===== config.mk =====
export PLATFORM = sky130hd
export DESIGN_NAME = gather_scatter_seq
export DESIGN_NICKNAME = d
export VERILOG_FILES = /design/src/rtl/sg_pkg.sv /design/src/rtl/sg_decode.sv /design/src/rtl/sg_lane_pick.sv /design/src/rtl/sg_lane_ext.sv /design/src/rtl/gather_scatter_seq.sv
export SDC_FILE = /design/constraint.sdc
export NUM_CORES = 2
export LEC_CHECK = 0
export ABC_AREA = 1
export ABC_CLOCK_PERIOD_IN_PS = 15100
export BUFFER_PORTS_ARGS = -buffer_cell sky130_fd_sc_hd__clkbuf_2
export CAP_MARGIN = 20
export CORE_MARGIN = 8
export CORE_UTILIZATION = 48
export CTS_CLUSTER_DIAMETER = 40
export DETAILED_ROUTE_END_ITERATION = 10
export GPL_ROUTABILITY_DRIVEN = 0
export PLACE_DENSITY_LB_ADDON = 0.12
export SETUP_SLACK_MARGIN = 0.2
export SYNTH_ARGS = -nofsm -noshare
export SYNTH_HDL_FRONTEND = slang
export SYNTH_SLANG_ARGS = --single-unit

===== constraint.sdc =====
create_clock -name clk -period 15.1 [get_ports clk]
set_input_delay 0.755 -clock clk [delete_from_list [all_inputs] [get_ports clk]]
set_output_delay 0.755 -clock clk [all_outputs]
set_load 0.1 [all_outputs]

===== src/rtl/sg_pkg.sv =====
package sg_pkg;
  typedef enum logic [1:0] {SZ_B = 2'd0, SZ_H = 2'd1, SZ_W = 2'd2, SZ_D = 2'd3} sz_e;
  typedef enum logic {ST_IDLE = 1'b0, ST_RUN = 1'b1} seq_st_e;

  function automatic logic [31:0] size_mask(input logic [1:0] sz);
    case (sz)
      2'd0:    size_mask = 32'h0000_00FF;
      2'd1:    size_mask = 32'h0000_FFFF;
      default: size_mask = 32'hFFFF_FFFF;
    endcase
  endfunction
endpackage


===== src/rtl/sg_decode.sv =====
module sg_decode #(
  parameter int VBYTES = 16,
  parameter int QIDX_W = 3,
  parameter int RIDX_W = 4,
  parameter int IDX_W  = 5
) (
  input  logic              store,
  input  logic              sgn,
  input  logic              scaled,
  input  logic [1:0]        ms,
  input  logic [1:0]        es,
  input  logic [QIDX_W-1:0] dq,
  input  logic [QIDX_W-1:0] oq,
  input  logic [RIDX_W-1:0] bq,
  output logic              bad,
  output logic              dbl,
  output logic [1:0]        ll,
  output logic [1:0]        shamt,
  output logic [IDX_W-1:0]  nlanes
);
  logic bad_size, bad_scale, bad_sign, bad_reg;

  always_comb begin
    dbl       = (ms == 2'd3) && (es == 2'd3);
    bad_size  = ((ms == 2'd3) != (es == 2'd3)) || (ms > es);
    bad_scale = scaled && (ms == 2'd0);
    bad_sign  = !store && sgn && !((ms < es) && (es <= 2'd2));
    bad_reg   = (!store && (dq == oq)) || (bq == {RIDX_W{1'b1}});
    bad       = bad_size || bad_scale || bad_sign || bad_reg;
    ll        = dbl ? 2'd2 : es;
    shamt     = scaled ? ms : 2'd0;
    nlanes    = IDX_W'(VBYTES >> ll);
  end
endmodule


===== src/rtl/sg_lane_pick.sv =====
module sg_lane_pick #(
  parameter int VBYTES = 16,
  parameter int IDX_W  = 5
) (
  input  logic [VBYTES*8-1:0] vec,
  input  logic [IDX_W-1:0]    idx,
  input  logic [1:0]          ll,
  output logic [31:0]         val
);
  localparam int SH_W = IDX_W + 5;
  logic [SH_W-1:0] bitpos;
  logic [31:0]     low;

  always_comb begin
    bitpos = SH_W'({idx, 3'b000}) << ll;
    low    = 32'(vec >> bitpos);
    case (ll)
      2'd0:    val = {24'b0, low[7:0]};
      2'd1:    val = {16'b0, low[15:0]};
      default: val = low;
    endcase
  end
endmodule


===== src/rtl/sg_lane_ext.sv =====
module sg_lane_ext (
  input  logic [31:0] rdata,
  input  logic [1:0]  sz,
  input  logic        sgn,
  output logic [31:0] val
);
  always_comb begin
    case (sz)
      2'd0:    val = sgn ? {{24{rdata[7]}}, rdata[7:0]}   : {24'b0, rdata[7:0]};
      2'd1:    val = sgn ? {{16{rdata[15]}}, rdata[15:0]} : {16'b0, rdata[15:0]};
      default: val = rdata;
    endcase
  end
endmodule


===== src/rtl/gather_scatter_seq.sv =====
module gather_scatter_seq
  import sg_pkg::*;
#(
  parameter int VBYTES = 16,
  parameter int AW     = 32,
  parameter int QIDX_W = 3,
  parameter int RIDX_W = 4
) (
  input  logic                clk,
  input  logic                rst,
  input  logic                cmd_valid,
  output logic                cmd_ready,
  input  logic                cmd_store,
  input  logic                cmd_signed,
  input  logic                cmd_scaled,
  input  logic [1:0]          cmd_msize,
  input  logic [1:0]          cmd_esize,
  input  logic [QIDX_W-1:0]   cmd_dst_idx,
  input  logic [QIDX_W-1:0]   cmd_off_idx,
  input  logic [RIDX_W-1:0]   cmd_base_idx,
  input  logic [AW-1:0]       cmd_base,
  input  logic [VBYTES*8-1:0] cmd_offsets,
  input  logic [VBYTES*8-1:0] cmd_data,
  input  logic [VBYTES-1:0]   cmd_pred,
  input  logic [VBYTES-1:0]   cmd_beat,
  output logic                mem_req,
  input  logic                mem_ack,
  output logic                mem_we,
  output logic [AW-1:0]       mem_addr,
  output logic [1:0]          mem_size,
  output logic [31:0]         mem_wdata,
  input  logic [31:0]         mem_rdata,
  output logic                done,
  output logic                illegal,
  output logic [VBYTES*8-1:0] result
);
  localparam int VBITS = VBYTES * 8;
  localparam int IDX_W = $clog2(VBYTES) + 1;
  localparam int POS_W = $clog2(VBYTES);

  seq_st_e             st;
  logic                is_st, is_sg, is_sc;
  logic [1:0]          ms, es;
  logic [QIDX_W-1:0]   dq, oq;
  logic [RIDX_W-1:0]   bq;
  logic [AW-1:0]       base;
  logic [VBITS-1:0]    offs, vreg, vreg_nx;
  logic [VBYTES-1:0]   pred, beat;
  logic [IDX_W-1:0]    idx, off_idx;
  logic                done_q, ill_q;

  logic                bad, dbl;
  logic [1:0]          ll, shamt, acc_sz;
  logic [IDX_W-1:0]    nlanes;
  logic [POS_W-1:0]    pos;
  logic                finish, take, en, access, step, wr_lane;
  logic [31:0]         off_raw, lane_raw, ld_val, wr_val;

  sg_decode #(.VBYTES(VBYTES), .QIDX_W(QIDX_W), .RIDX_W(RIDX_W), .IDX_W(IDX_W)) u_dec (
    .store(is_st), .sgn(is_sg), .scaled(is_sc), .ms(ms), .es(es),
    .dq(dq), .oq(oq), .bq(bq),
    .bad(bad), .dbl(dbl), .ll(ll), .shamt(shamt), .nlanes(nlanes)
  );

  // Offset element: doubleword halves share the even element of their pair.
  assign off_idx = dbl ? {idx[IDX_W-1:1], 1'b0} : idx;

  sg_lane_pick #(.VBYTES(VBYTES), .IDX_W(IDX_W)) u_off_pick (
    .vec(offs), .idx(off_idx), .ll(ll), .val(off_raw)
  );

  sg_lane_pick #(.VBYTES(VBYTES), .IDX_W(IDX_W)) u_dat_pick (
    .vec(vreg), .idx(idx), .ll(ll), .val(lane_raw)
  );

  assign acc_sz = dbl ? 2'd2 : ms;

  sg_lane_ext u_ext (
    .rdata(mem_rdata), .sz(acc_sz), .sgn(is_sg), .val(ld_val)
  );

  always_comb begin
    finish  = bad || (idx == nlanes);
    pos     = POS_W'(idx << ll);
    take    = is_st || beat[pos];
    en      = pred[pos];
    access  = (st == ST_RUN) && !finish && take && en;
    step    = (st == ST_RUN) && !finish && (!(take && en) || mem_ack);
    wr_lane = step && !is_st && take;
    wr_val  = en ? ld_val : 32'd0;
  end

  always_comb begin
    vreg_nx = vreg;
    for (int b = 0; b < VBYTES; b++) begin
      if (wr_lane && ((IDX_W'(b) >> ll) == idx))
        vreg_nx[b*8 +: 8] = wr_val[8*(b & ((1 << ll) - 1)) +: 8];
    end
  end

  assign mem_req   = access;
  assign mem_we    = access && is_st;
  assign mem_size  = acc_sz;
  assign mem_addr  = base + (AW'(off_raw) << shamt) + ((dbl && idx[0]) ? AW'(4) : AW'(0));
  assign mem_wdata = lane_raw & size_mask(acc_sz);

  assign cmd_ready = (st == ST_IDLE);
  assign done      = done_q;
  assign illegal   = done_q && ill_q;
  assign result    = vreg;

  always_ff @(posedge clk) begin
    if (rst) begin
      st     <= ST_IDLE;
      done_q <= 1'b0;
      ill_q  <= 1'b0;
      idx    <= '0;
      vreg   <= '0;
      is_st  <= 1'b0;
      is_sg  <= 1'b0;
      is_sc  <= 1'b0;
      ms     <= 2'd0;
      es     <= 2'd0;
      dq     <= '0;
      oq     <= '0;
      bq     <= '0;
      base   <= '0;
      offs   <= '0;
      pred   <= '0;
      beat   <= '0;
    end else begin
      done_q <= 1'b0;
      if (st == ST_IDLE) begin
        if (cmd_valid) begin
          st    <= ST_RUN;
          idx   <= '0;
          is_st <= cmd_store;
          is_sg <= cmd_signed;
          is_sc <= cmd_scaled;
          ms    <= cmd_msize;
          es    <= cmd_esize;
          dq    <= cmd_dst_idx;
          oq    <= cmd_off_idx;
          bq    <= cmd_base_idx;
          base  <= cmd_base;
          offs  <= cmd_offsets;
          vreg  <= cmd_data;
          pred  <= cmd_pred;
          beat  <= cmd_beat;
        end
      end else begin
        vreg <= vreg_nx;
        if (finish) begin
          st     <= ST_IDLE;
          done_q <= 1'b1;
          ill_q  <= bad;
        end else if (step) begin
          idx <= idx + 1'b1;
        end
      end
    end
  end
endmodule


==> summary.md <==
| Metric | Value |
|---|---|
| Final setup fails | 0 |
| WP data arrival | 8.85 ns |
| Total congestion overflow | 0 |
| GR Layer Usage met1 | 40.5% |
| FFs w/ async S/R, synth | 0% |
| Layout Skew | 0.0160 ns |
| Post-CTS sizing | 0 |
| Final hold vios | 0 |
| Synthesized instance count | 4648 |
| Fin crit period | 9.60 ns |
| Total CTS buffers | 55 |
| Leak pwr | 15.9 nW |
| Share of layout cells above drive strength 1 | 15.4% |
| Synthesized Nets | 5090 |
| Post-route ant nets | 0 |
| Fmax | 0.104 GHz |
| Reg2reg start | es[0] |
| Ys flop type | dfxtp_1 |
| Total track usage | 36.6% |
| Post-Route Utilization | 56.8% |
| Dpl hpwl | 93400 µm |
| Largest net degree at the start of global routing | 142 |
| Register area | 0.00691 mm² |
| Crit path launch type | register |
| Fin worst setup slack | 5.50 ns |
| CTS Root Cell | clkbuf_16 |
| CTS Hold Bufs | 0 |
| Routed vias/inst | 5.74 |
| Final Non-Filler Cells | 5746 |
| IO Count | 572 |
| DR WL/cell | 21.3 µm |
| Initial antenna violation count | 3 |
| Buf/Inv on CP | 7 |
| Post-placement cell count | 5643 |
| CP max FO | 69 |
| Worst setup EP type | output port |
| Fill cells | 5849 |
| Reported max-cap violation count | 0 |
| Finished layout cell area | 0.0313 mm² |
| Busiest layer in global routing | met2 |
| Internal reg-to-reg setup slack | 8.68 ns |
| Slew @ Worst Pin | 1.13 ns |
| Post-Route WL | 123000 µm |
| Setup TNS | 0 ns |
| CTS H-tree depth | 2 |
| Dpl cell area | 0.0295 mm² |
| Clock-pin slew on the worst setup and hold paths | 0.06 ns |
| NumNets Final | 5394 |
| Multi-input gate area | 0.0173 mm² |
| Die width | 253 µm |
| Vias post-DR | 33000 |
| Global-route wire length before repair | 182000 µm |
| Die area | 0.0638 mm² |
| Setup bufs post-CTS | 0 |
| Critical path's top delay family | buffers and inverters |
| Vias in the first global route | 30600 |
| Syn Area/Cell | 5.78 µm² |
| Final Power | 4.02 mW |
| Endpoint of the worst-slack reg-to-reg timing path | result[91] |
| Pre-CTS WS | 6.30 ns |
| Status | finished, final reports clean |
| Worst reg2reg path depth | 20 |
| # port buffers | 571 |
| Clock buffer depth | 3 |
| Initial DRC count | 3914 |
| Worst EP required | 14.35 ns |
| Met3 layer usage reported by global route | 6.75% |
| CTS tree | done |
| Cell Area, Synth | 0.0269 mm² |
| Post-synth EDFFs | 0 |
| Initial Util | 48.7% |
| Core Area | 0.0552 mm² |
| Area Overhead vs Synth | 16.6% |
| First-pass iteration count of the detailed router | 7 |
| Fin crit share | 63.6% |
| Normalized max-slew margin | 24.9% |
| Fin Hold WS | 0.381 ns |
| DRC violation count after routing | 0 |
| Synthesis-stage register bit count | 345 |
| Rows | 86 |
| TritonCTS sink count | 345 |
| Die H | 253 µm |
| Critical path class | reg2out |
| Peak VDD IR | 102 µV |
| RSZ-0062 raised after global routing | no |
| Netlist cell types | 52 |
| Pwr Density | 128 mW/mm² |
| WHS Path Cells | 3 |
| Register area share after synthesis | 25.7% |
| Hold Crit Class | in2reg |
| Slew Limit Fails | 0 |
| GR Util met2 | 61.3% |
| Synth warn | 0 |
| Worst path max stage delay | 0.80 ns |
| Worst hold endpoint | beat[4] |
| Skew-Pair Late Insertion Delay | 0.63 ns |
| Crit-path slowest cell | a21boi_4 |
| Hold Crit Start | cmd_beat[4] |
[worst max path at each step]
stage | start | to | depth (start not counted)
after detailed placement | es[0] | mem_addr[27] | 29
final | es[0] | mem_addr[27] | 29
after global placement | es[0] | mem_addr[27] | 31
after floorplan | es[0] | mem_addr[29] | 29
after CTS | es[0] | mem_addr[27] | 29
after global routing | es[0] | mem_addr[27] | 29
[synthesized netlist by cell type, types with 9 or more instances]
| library cell | number | share of area [%] |
|---|---|---|
| nand2_1 | 1116 | 16 |
| nor2_1 | 713 | 10 |
| nand3_1 | 624 | 12 |
| o21ai_0 | 499 | 9.3 |
| dfxtp_1 | 345 | 26 |
| inv_1 | 296 | 4.1 |
| a21oi_1 | 257 | 4.8 |
| clkbuf_1 | 211 | 2.9 |
| buf_2 | 78 | 1.5 |
| nand4_1 | 72 | 1.7 |
| ha_1 | 67 | 3.1 |
| buf_1 | 50 | 0.70 |
| o211ai_1 | 37 | 1.0 |
| o21ai_1 | 37 | 0.69 |
| xor2_1 | 34 | 1.1 |
| a31oi_1 | 23 | 0.54 |
| nor3_1 | 22 | 0.41 |
| inv_2 | 16 | 0.22 |
| and3_1 | 14 | 0.33 |
| buf_4 | 12 | 0.34 |
| nand3b_1 | 12 | 0.34 |
| xnor2_1 | 12 | 0.39 |
| nor4_1 | 10 | 0.23 |
| buf_6 | 9 | 0.38 |
[cell families (layout without fill, tap and decap cells)]
kind of cell,Yosys count,after routing,share of synthesized area (%)
muxes,2,2,0.0745
adders and majority gates,69,69,3.27
buffers and inverters,673,1021,10.2
AOI/OAI and AO/OA,895,895,17.6
DFF,345,345,25.7
other,0,2,0
and+or+nand+nor,2618,2618,41.7
xor gates and xnor gates,46,46,1.50
[cell type report]
cell class                      instances  share of cell area (%)
Sequential cell                       345                    22.0
Antenna cell                            2                  0.0160
Clock inverter                         39                    1.37
Inverter                              312                    3.79
Multi-Input combinational cell       3630                    55.2
Timing Repair Buffer                  608                    10.0
Clock buffer                           62                    4.63
Tap cell                              748                    2.99
[power breakdown]
| group | switching, mW | internal, mW | leakage [nW] |
|---|---|---|---|
| clock network | 0.519 | 0.763 | 0.903 |
| registers | 0.0939 | 0.995 | 2.86 |
| logic | 1.28 | 0.366 | 12.1 |
[cells in the final DEF, fill, tap and decap left out, types with 7 or more instances in the layout]
cell        Yosys  layout
nand2_1      1116    1113
nor2_1        713     713
nand3_1       624     624
clkbuf_2        0     571
o21ai_0       499     499
dfxtp_1       345     344
inv_1         296     295
a21oi_1       257     257
nand4_1        72      72
ha_1           67      67
clkbuf_16       0      55
o211ai_1       37      37
buf_4          12      37
o21ai_1        37      36
xor2_1         34      34
a31oi_1        23      23
nor3_1         22      21
and3_1         14      14
inv_2          16      13
xnor2_1        12      12
nand3b_1       12      12
nor4_1         10      10
clkinv_4        0      10
nand2_4         4       8
inv_6           0       7
nand2_2         8       7
o31ai_1         7       7
inv_8           0       7
clkinvlp_4      0       7
[state kept, by name, indices dropped and copies added, names as in the netlist]
| register | flops |
|---|---|
| base | 32 |
| beat | 16 |
| bq | 4 |
| done | 1 |
| dq | 3 |
| es | 2 |
| idx | 5 |
| ill_q | 1 |
| is_sc | 1 |
| is_sg | 1 |
| is_st | 1 |
| ms | 2 |
| offs | 128 |
| oq | 3 |
| pred | 16 |
| result | 128 |
| st | 1 |
[layer usage]
metal	vias up	wire, µm
met5	-	0
li1	15900	-
met3	475	10700
met1	14700	43600
met4	0	11800
met2	1872	56600
[worst min-delay path: stages]
cell and delay (ns):
clkbuf_2 0.07, o21ai_0 0.07, nor2_1 0.07
(Power assumes the default switching activity.)
